--- src/rtl/mdio_pkg.sv ---
package mdio_pkg;
  localparam int PHY_AW    = 5;
  localparam int DATA_W    = 16;
  localparam int RNG_W     = 2;
  localparam int PRE_LEN   = 32;
  localparam int BASE_HALF = 8;
  localparam int REG_W     = 16;
  localparam int TA_POS    = PRE_LEN + 4 + 2 * PHY_AW;
  localparam int DATA_POS  = TA_POS + 2;
  localparam int FRAME_LEN = DATA_POS + DATA_W;
  localparam int IDX_W     = $clog2(FRAME_LEN);
  localparam int HALF_MAX  = BASE_HALF << ((1 << RNG_W) - 1);
  localparam int CNT_W     = $clog2(HALF_MAX) + 1;
  localparam int PAD_W     = REG_W - (2 * PHY_AW + RNG_W + 2);

  typedef logic [FRAME_LEN-1:0] frame_t;

  typedef struct packed {
    logic [PHY_AW-1:0] phy;
    logic [PHY_AW-1:0] reg_a;
    logic [RNG_W-1:0]  rng;
    logic              wr;
  } cmd_t;

  function automatic int unsigned half_cycles(input logic [RNG_W-1:0] rng);
    return BASE_HALF << rng;
  endfunction

  function automatic frame_t build_frame(input cmd_t c, input logic [DATA_W-1:0] d);
    return {{PRE_LEN{1'b1}}, 2'b01, (c.wr ? 2'b01 : 2'b10), c.phy, c.reg_a,
            (c.wr ? 2'b10 : 2'b00), (c.wr ? d : {DATA_W{1'b0}})};
  endfunction
endpackage

--- src/rtl/mdio_clkgen.sv ---
module mdio_clkgen
  import mdio_pkg::*;
(
  input  logic             clk,
  input  logic             rst_n,
  input  logic             run,
  input  logic [RNG_W-1:0] rng,
  output logic             mdc,
  output logic             rise_ev,
  output logic             fall_ev
);
  logic [CNT_W-1:0] cnt;
  logic             phase_end;

  assign phase_end = run && (cnt == CNT_W'(half_cycles(rng) - 1));
  assign rise_ev   = phase_end && !mdc;
  assign fall_ev   = phase_end && mdc;

  always_ff @(posedge clk) begin
    if (!rst_n || !run) begin
      cnt <= '0;
      mdc <= 1'b0;
    end else if (phase_end) begin
      cnt <= '0;
      mdc <= ~mdc;
    end else begin
      cnt <= cnt + 1'b1;
    end
  end
endmodule

--- src/rtl/mdio_frame.sv ---
module mdio_frame
  import mdio_pkg::*;
(
  input  logic              clk,
  input  logic              rst_n,
  input  logic              busy,
  input  cmd_t              cmd,
  input  logic [DATA_W-1:0] wdata,
  input  logic              rise_ev,
  input  logic              fall_ev,
  input  logic              mdio_i,
  output logic [IDX_W-1:0]  bit_idx,
  output logic              mdio_o,
  output logic              mdio_oe,
  output logic [DATA_W-1:0] rdata,
  output logic              done
);
  localparam logic [IDX_W-1:0] LAST_IDX = IDX_W'(FRAME_LEN - 1);
  localparam logic [IDX_W-1:0] TA_IDX   = IDX_W'(TA_POS);
  localparam logic [IDX_W-1:0] DAT_IDX  = IDX_W'(DATA_POS);

  frame_t frame;

  assign frame   = build_frame(cmd, wdata);
  assign mdio_oe = busy && (cmd.wr || bit_idx < TA_IDX);
  assign mdio_o  = mdio_oe && frame[LAST_IDX - bit_idx];
  assign done    = fall_ev && (bit_idx == LAST_IDX);

  always_ff @(posedge clk) begin
    if (!rst_n || !busy) begin
      bit_idx <= '0;
    end else if (fall_ev) begin
      bit_idx <= bit_idx + 1'b1;
    end
  end

  always_ff @(posedge clk) begin
    if (!rst_n) begin
      rdata <= '0;
    end else if (rise_ev && !cmd.wr && bit_idx >= DAT_IDX) begin
      rdata <= {rdata[DATA_W-2:0], mdio_i};
    end
  end
endmodule

--- src/rtl/mdio_regs.sv ---
module mdio_regs
  import mdio_pkg::*;
(
  input  logic              clk,
  input  logic              rst_n,
  input  logic              reg_wr_en,
  input  logic              reg_sel,
  input  logic [REG_W-1:0]  reg_wdata,
  input  logic              done,
  input  logic [DATA_W-1:0] rdata,
  output cmd_t              cmd,
  output logic              busy,
  output logic [DATA_W-1:0] data_q
);
  logic accept;

  assign accept = reg_wr_en && !busy;

  always_ff @(posedge clk) begin
    if (!rst_n) begin
      cmd    <= '0;
      busy   <= 1'b0;
      data_q <= '0;
    end else if (accept) begin
      if (!reg_sel) begin
        cmd  <= cmd_t'(reg_wdata[$bits(cmd_t):1]);
        busy <= reg_wdata[0];
      end else begin
        data_q <= reg_wdata[DATA_W-1:0];
      end
    end else if (done) begin
      busy <= 1'b0;
      if (!cmd.wr) data_q <= rdata;
    end
  end
endmodule

--- src/rtl/mdio_master.sv ---
module mdio_master
  import mdio_pkg::*;
(
  input  logic        clk,
  input  logic        rst_n,
  input  logic        reg_wr_en,
  input  logic        reg_sel,
  input  logic [15:0] reg_wdata,
  output logic [15:0] addr_q,
  output logic [15:0] data_q,
  output logic        busy,
  output logic        mdc,
  output logic        mdio_o,
  output logic        mdio_oe,
  input  logic        mdio_i
);
  cmd_t              cmd;
  logic              rise_ev;
  logic              fall_ev;
  logic              done;
  logic [IDX_W-1:0]  bit_idx;
  logic [DATA_W-1:0] rdata;

  assign addr_q = {{PAD_W{1'b0}}, cmd, busy};

  mdio_regs u_regs (
    .clk(clk), .rst_n(rst_n), .reg_wr_en(reg_wr_en), .reg_sel(reg_sel),
    .reg_wdata(reg_wdata), .done(done), .rdata(rdata), .cmd(cmd),
    .busy(busy), .data_q(data_q)
  );

  mdio_clkgen u_clk (
    .clk(clk), .rst_n(rst_n), .run(busy), .rng(cmd.rng),
    .mdc(mdc), .rise_ev(rise_ev), .fall_ev(fall_ev)
  );

  mdio_frame u_frame (
    .clk(clk), .rst_n(rst_n), .busy(busy), .cmd(cmd), .wdata(data_q),
    .rise_ev(rise_ev), .fall_ev(fall_ev), .mdio_i(mdio_i),
    .bit_idx(bit_idx), .mdio_o(mdio_o), .mdio_oe(mdio_oe),
    .rdata(rdata), .done(done)
  );
endmodule

--- config.mk ---
export PLATFORM = sky130hd
export DESIGN_NAME = mdio_master
export DESIGN_NICKNAME = d
export VERILOG_FILES = /design/src/rtl/mdio_pkg.sv /design/src/rtl/mdio_clkgen.sv /design/src/rtl/mdio_frame.sv /design/src/rtl/mdio_regs.sv /design/src/rtl/mdio_master.sv
export SDC_FILE = /design/constraint.sdc
export NUM_CORES = 1
export LEC_CHECK = 0
export BUFFER_PORTS_ARGS = -buffer_cell sky130_fd_sc_hd__buf_2
export CAP_MARGIN = 10
export CORE_MARGIN = 2
export CORE_UTILIZATION = 50
export CTS_BUF_LIST = sky130_fd_sc_hd__clkbuf_8 sky130_fd_sc_hd__clkbuf_16
export CTS_CLUSTER_DIAMETER = 150
export CTS_CLUSTER_SIZE = 30
export DETAILED_ROUTE_END_ITERATION = 6
export PLACE_DENSITY = 0.76
export SLEW_MARGIN = 20
export SYNTH_ARGS = -nofsm -noshare
export SYNTH_HDL_FRONTEND = slang
export SYNTH_SLANG_ARGS = --single-unit
export TNS_END_PERCENT = 100
--- constraint.sdc ---
create_clock -name clk -period 2 [get_ports clk]
set_input_delay 0.2 -clock clk [delete_from_list [all_inputs] [get_ports clk]]
set_output_delay 0.2 -clock clk [all_outputs]
set_load 0.05 [all_outputs]
==> results of run 1 <==
-- power by group through the flow --
stage / sequential (mW) / combinational (mW) / clock (mW)
floorplan: 1.41 / 0.167 / 0
global placement: 1.29 / 0.392 / 0
detailed placement: 1.30 / 0.395 / 0
CTS: 1.27 / 0.411 / 1.12
global route: 1.27 / 0.454 / 1.18
finish: 1.27 / 0.429 / 1.11
-- layout make-up --
cell class	count	area [sq um]
Clock buffer	10	138
Tap cell	72	90.1
Sequential cell	60	1220
Clock inverter	6	61.3
Multi-Input combinational cell	245	1730
Fill cell	452	1640
Inverter	6	25.0
Timing Repair Buffer	95	703
-- cell families (layout without fill, tap and decap cells) --
logic type | after synthesis | in the layout | synth area share
flops | 60 | 60 | 0.407
mux | 23 | 23 | 0.0950
xor+xnor | 7 | 7 | 0.0208
simple gates | 145 | 145 | 0.231
other cells | 1 | 2 | 0.00127
fa+ha+maj | 3 | 3 | 0.0127
buf+inv | 34 | 117 | 0.0619
compound gates | 65 | 65 | 0.170
-- registers in the layout, summed over array words and instances, names as in the netlist --
register and count:
u_frame.rdata 16, u_frame.bit_idx 6, u_regs.busy 1, u_regs.cmd 13, u_regs.data_q 16, u_clk.mdc 1, u_clk.cnt 7
-- layer usage --
metal | wire (microns) | vias up | GRT usage
met5 | 0 | - | 0
met4 | 217 | 0 | 0.107
met3 | 742 | 24 | 0.0778
met2 | 4480 | 148 | 0.463
met1 | 3580 | 1423 | 0.335
li1 | - | 1347 | -
-- critical path: stages (launching register included) --
cell,delay (ps)
dfxtp_2,340
buf_6,120
inv_4,40
ha_4,240
or3_4,100
o21ai_2,50
a2111oi_2,310
o211ai_1,120
o211ai_1,140
buf_4,250
-- cell usage after synthesis, types with 2 or more instances --
cell type	n
dfxtp_1	60
nand2_1	57
nor2_1	47
mux2i_1	19
clkbuf_1	16
o211a_1	16
o22ai_1	16
a21boi_1	9
nand3_1	7
inv_1	6
nand2b_1	6
xnor2_1	6
buf_4	5
nor2b_1	5
a2111oi_0	4
a21boi_0	4
mux4_2	4
a21oi_1	3
and2_1	3
buf_6	3
ha_1	3
nor3_1	3
nor4_1	3
o21ai_0	3
a211oi_1	2
and4_1	2
buf_2	2
o211ai_1	2
or3_1	2
-- path summary, 6_finish.rpt --
check / to / slack, ps / startpoint / depth (start not counted)
worst max-delay path: mdio_o / -260 / u_frame.bit_idx[0] / 9
worst min-delay path: u_frame.rdata[0] / 100 / mdio_i / 3
worst max register to register: u_regs.data_q[9] / -110 / u_frame.bit_idx[0] / 9
worst min register to register: u_frame.rdata[15] / 470 / u_frame.rdata[15] / 2
-- metrics by stage --
stage / util / std cells
after floorplan: - / 339
after global placement: 0.611 / 463
after detailed placement: 0.611 / 463
after CTS: 0.671 / 486
after global routing: 0.708 / 494
final: 0.708 / 494
-- what timing repair did --
item                                    4_1_cts  5_1_grt
hold buffers                                  0        0
cloned                                        2        1
buffers inserted                              5        7
pin swaps                                     6        8
resized for setup                            18       23
endpoints found under the setup margin       17       33
==> flow_summary.yaml, run 1 <==
status:
  status: "finished, violations left"
  violations: "negative setup slack"
global_routing:
  grt_pass1_vias: 2745
  antenna_found_initial: 0
  grt_use_total: 0.276
  grt_pass1_wl_mm: 13.4
  grt.overflow.total: 0
  grt_start_max_net_pins: 29
place:
  gp_congestion: 0.872
  port_buffers: 54
  pre_cts_slack_ps: -56.0
  dp_hpwl_mm: 5.79
  placedInstanceArea_sq_um: 3430
worst_setup_path:
  path_max_fanout: 2
  critical_path_class: "flip-flop to output port"
  cp.arrival_ps: 2060
  startpoint_type: "flip-flop"
  cp-end-kind: "output port"
  required_ps: 1800
timing:
  period_share: 1.13
  fin_tns_setup_ps: -1650
  rsz0062_at_grt: "yes"
  hold_viol: 0
  fin_crit_ps: 2260
  relSlewSlack: 0.557
  whs_ps: 104
  setup_viol_count_final: 17
  tightest_slew_ps: 664
  slew_violations: 0
  skew_ps: 6.22
  setup_slack_ps: -264
  clock.fmax_mhz: 442
clock_tree:
  path_clk_slew_ps: 70
  clock-sinks: 60
  clockRootBuffer: "clkbuf_8"
  cts_tree: "yes"
  clockBufferDepth: 2
  cts_buffers: 9
  htreeDepth: 3
  insertion_delay_ps: 350
final_layout:
  areaGrowthSynthToFinish_pct: 34.6
  num-nets-final: 441
  drive_above_1_share: 0.360
  final_cell_mix: "nand2_1, buf_2, nor2_1, dfxtp_1, buf_4"
  n_antenna_cell: 0
  layout_commonest_cell: "nand2_1"
  design_area_sq_um: 3970
route:
  viasPerCell: 5.96
  vias: 2942
  drc: 0
  drt-pass1-iter-count: 5
  wl_per_cell_microns: 18.3
  drt_wl_total_mm: 9.02
  ant_nets: 0
  drtIter0Drc: 224
min_path:
  holdCritPathClass: "primary input to flip-flop"
pwr:
  combPwrFrac: 0.153
  cellPowerDensity_nw_per_um2: 709
  p_leak_nw: 1.75
  p_int_mw: 1.97
  ir_drop_uv: 601
  seq_power_share: 0.452
  p_sw_mw: 0.840
  p_total_mw: 2.81
  p_sw_frac: 0.299
  power_frac_clock: 0.395
die:
  die_w_microns: 80.8
  die_h_microns: 80.8
  start_util: 0.526
  die_area_sq_um: 6530
  ioPinCount: 57
  rows: 27
  core_area_sq_um: 5610
logic_synthesis:
  synth_area_leaders: "dfxtp_1, nand2_1, mux2i_1"
  synth_seq_area_share: 0.407
  synth_flop_cell: "dfxtp_1"
  yosys_warnings: 0
  synth_top_area_frac: 0.407
  syn_avg_cell_area_sq_um: 8.73
  ys_types: 49
  synthesis.area_sq_um: 2950
  ys_seq_elements: 60
  synth_area_leader_cell: "dfxtp_1"
  syn_inst: 338
  synth-edff-count: 0
  synthArstFlopShare: 0
job:
  cap_violations: 0
Power figures use the tool's default switching activity.
==> run 2: changes to the inputs <==
- ABC_AREA: unset -> 1
- CORE_UTILIZATION: 50 -> 49
- PLACE_DENSITY: 0.76 -> 0.75
==> run 2 against run 1 <==
  * The flow now finishes without violations
  * Setup slack gained 300 ps
  * Sequential power is essentially flat
  * Flip-flop and latch count is the same
  * Global-route usage shrank 0.81 points
  * First-iteration DRC count shrank 7.1%
  * Register-to-register slack gained 320 ps
  * Critical path depth is the same
  * Design area shrank 11%
  * Clock skew grew 1.3 ps
==> flow_summary.yaml, run 2 <==
die:
  die_h_microns: 81.2
  start_util: 0.499
  core_area_sq_um: 5850
  die_w_microns: 81.2
  rows: 28
  die_area_sq_um: 6590
  ioPinCount: 57
logic_synthesis:
  synth_flop_cell: "dfxtp_1"
  synth_top_cells_by_count: "nand2_1, nor2_1, dfxtp_1, inv_1, o21ai_0"
  synth-edff-count: 0
  yosys_warnings: 0
  syn_inst: 446
  ys_types: 30
  synth_area_leader_cell: "dfxtp_1"
  synth_area_leaders: "dfxtp_1, nand2_1, nor2_1"
  ys_seq_elements: 60
  synth_seq_area_share: 0.412
  synth_most_common_cell: "nand2_1"
  synth_top_area_frac: 0.412
  syn_avg_cell_area_sq_um: 6.54
  synthArstFlopShare: 0
  synthesis.area_sq_um: 2920
clock_tree:
  clockRootBuffer: "clkbuf_8"
  cts_tree: "yes"
  insertion_delay_ps: 340
  cts_buffers: 9
  htreeDepth: 3
  clock-sinks: 60
  path_clk_slew_ps: 70
  cts_setup_buffers: 0
  hold_buffers: 0
  clockBufferDepth: 2
timing:
  rsz0062_at_grt: "yes"
  setup_viol_count_final: 0
  relSlewSlack: 0.626
  period_share: 0.983
  skew_ps: 7.48
  fin_crit_ps: 1970
  slew_violations: 0
  clock.fmax_mhz: 509
  hold_viol: 0
  whs_ps: 77.4
  tightest_slew_ps: 558
worst_setup_path:
  cp_slowest_cell: "dfxtp_2"
  cp-end-kind: "output port"
  required_ps: 1800
  startpoint_type: "flip-flop"
  critical_path_class: "flip-flop to output port"
  crit_path_max_incr_delay_ps: 390
  cp.arrival_ps: 1770
  cpMostUsedCell: "nor2_2"
  crit_chain: "inv_1 > nor2_1 > o211ai_1 > nand4_1 > nand3_1 > nor2_2 > nor2_2 > nor2_4 > buf_8"
  path_max_fanout: 7
global_routing:
  antenna_found_initial: 0
  grt_use_total: 0.268
  grt_start_max_net_pins: 39
  grt.overflow.total: 0
  grt_pass1_vias: 2747
  grt_pass1_wl_mm: 13.3
route:
  drtIter0Drc: 208
  vias: 2964
  drt_wl_total_mm: 8.05
  drt-pass1-iter-count: 6
  ant_nets: 0
  viasPerCell: 5.10
  wl_per_cell_microns: 13.9
  drc: 0
final_layout:
  reg_top3: "u_frame.rdata (16), u_regs.data_q (16), u_regs.cmd (13)"
  post-route-util: 0.605
  areaGrowthSynthToFinish_pct: 21.5
  layout.cells.non_filler: 581
  final_cell_mix: "nand2_1, nor2_1, dfxtp_1"
  design_area_sq_um: 3540
  drive_above_1_share: 0.202
  num-nets-final: 525
  nFillCells: 564
  layout_commonest_cell: "nand2_1"
  n_antenna_cell: 0
pwr:
  p_leak_nw: 1.77
  p_sw_mw: 0.910
  power_frac_clock: 0.406
  p_int_mw: 2.09
  cellPowerDensity_nw_per_um2: 847
  p_total_mw: 3.00
  p_sw_frac: 0.303
  ir_drop_uv: 557
  seq_power_share: 0.427
  combPwrFrac: 0.167
status:
  status: "completed"
place:
  port_buffers: 54
  placedInstanceArea_sq_um: 3270
  dp_hpwl_mm: 5.97
  place_inst: 565
  gp_congestion: 0.870
min_path:
  holdCritPathClass: "primary input to flip-flop"
job:
  cap_violations: 0
[run 2: what timing repair did]
action / in CTS / in global routing
gates resized for setup: 11 / 11
endpoints found under the setup margin: 1 / 7
cloned: 0 / 0
pin swaps: 1 / 1
[run 2: area by class of cell]
type | count | area (sq um) | share of cell area
multi-input cells | 318 | 1470 | 0.416
flip-flops and latches | 60 | 1210 | 0.342
repair buffers | 64 | 363 | 0.102
inverters | 48 | 183 | 0.0516
clock buffers | 10 | 138 | 0.0389
well taps | 75 | 93.8 | 0.0265
clock inverters | 6 | 78.8 | 0.0223
[run 2: metal layers]
layer	track usage	vias up	wire, microns	share of wire
li1	-	1507	-	-
met2	0.404	107	3610	0.45
met4	0.127	0	199	0.025
met1	0.369	1333	3790	0.47
met5	0	-	0	0
met3	0.0500	17	452	0.056
[run 2: path summary, 6_finish.rpt]
| path | slack [ps] | start | cells after the start | to |
|---|---|---|---|---|
| setup reg to reg | 210 | u_clk.cnt[0] | 10 | u_regs.busy |
| hold reg to reg | 450 | u_clk.cnt[0] | 1 | u_clk.cnt[0] |
| hold / removal | 80 | mdio_i | 3 | u_frame.rdata[0] |
| setup / recovery | 30 | u_frame.bit_idx[3] | 9 | mdio_o |
[run 2: cell families after synthesis]
kind of cell | count (synthesis) | synth area share
other cells | 1 | 0.00129
flops | 60 | 0.412
fa+ha+maj | 3 | 0.0129
simple gates | 239 | 0.331
buf+inv | 69 | 0.0982
xor+xnor | 4 | 0.0120
compound gates | 70 | 0.133
[run 2: power by group through the flow]
| stage | Combinational (mW) | Clock [mW] | Sequential [mW] |
|---|---|---|---|
| after floorplan | 0.198 | 0 | 1.47 |
| after global placement | 0.487 | 0 | 1.31 |
| after detailed placement | 0.493 | 0 | 1.31 |
| after CTS | 0.498 | 1.23 | 1.28 |
| after global routing | 0.547 | 1.28 | 1.29 |
| final | 0.501 | 1.22 | 1.28 |
[run 2: worst max-delay path, delay by kind of cell (launching register included)]
kind | cells | cell delay, ps
AOI/OAI and AO/OA | 1 | 110
and+or+nand+nor | 6 | 630
buffers and inverters | 2 | 290
DFF | 1 | 390
[run 2: stage by stage]
stage	worst slack [ps]	setup TNS [ps]
final	33.5	0
after global placement	184	0
after floorplan	46.3	0
after global routing	-93.2	-93.2
after CTS	14.4	0
after detailed placement	180	0
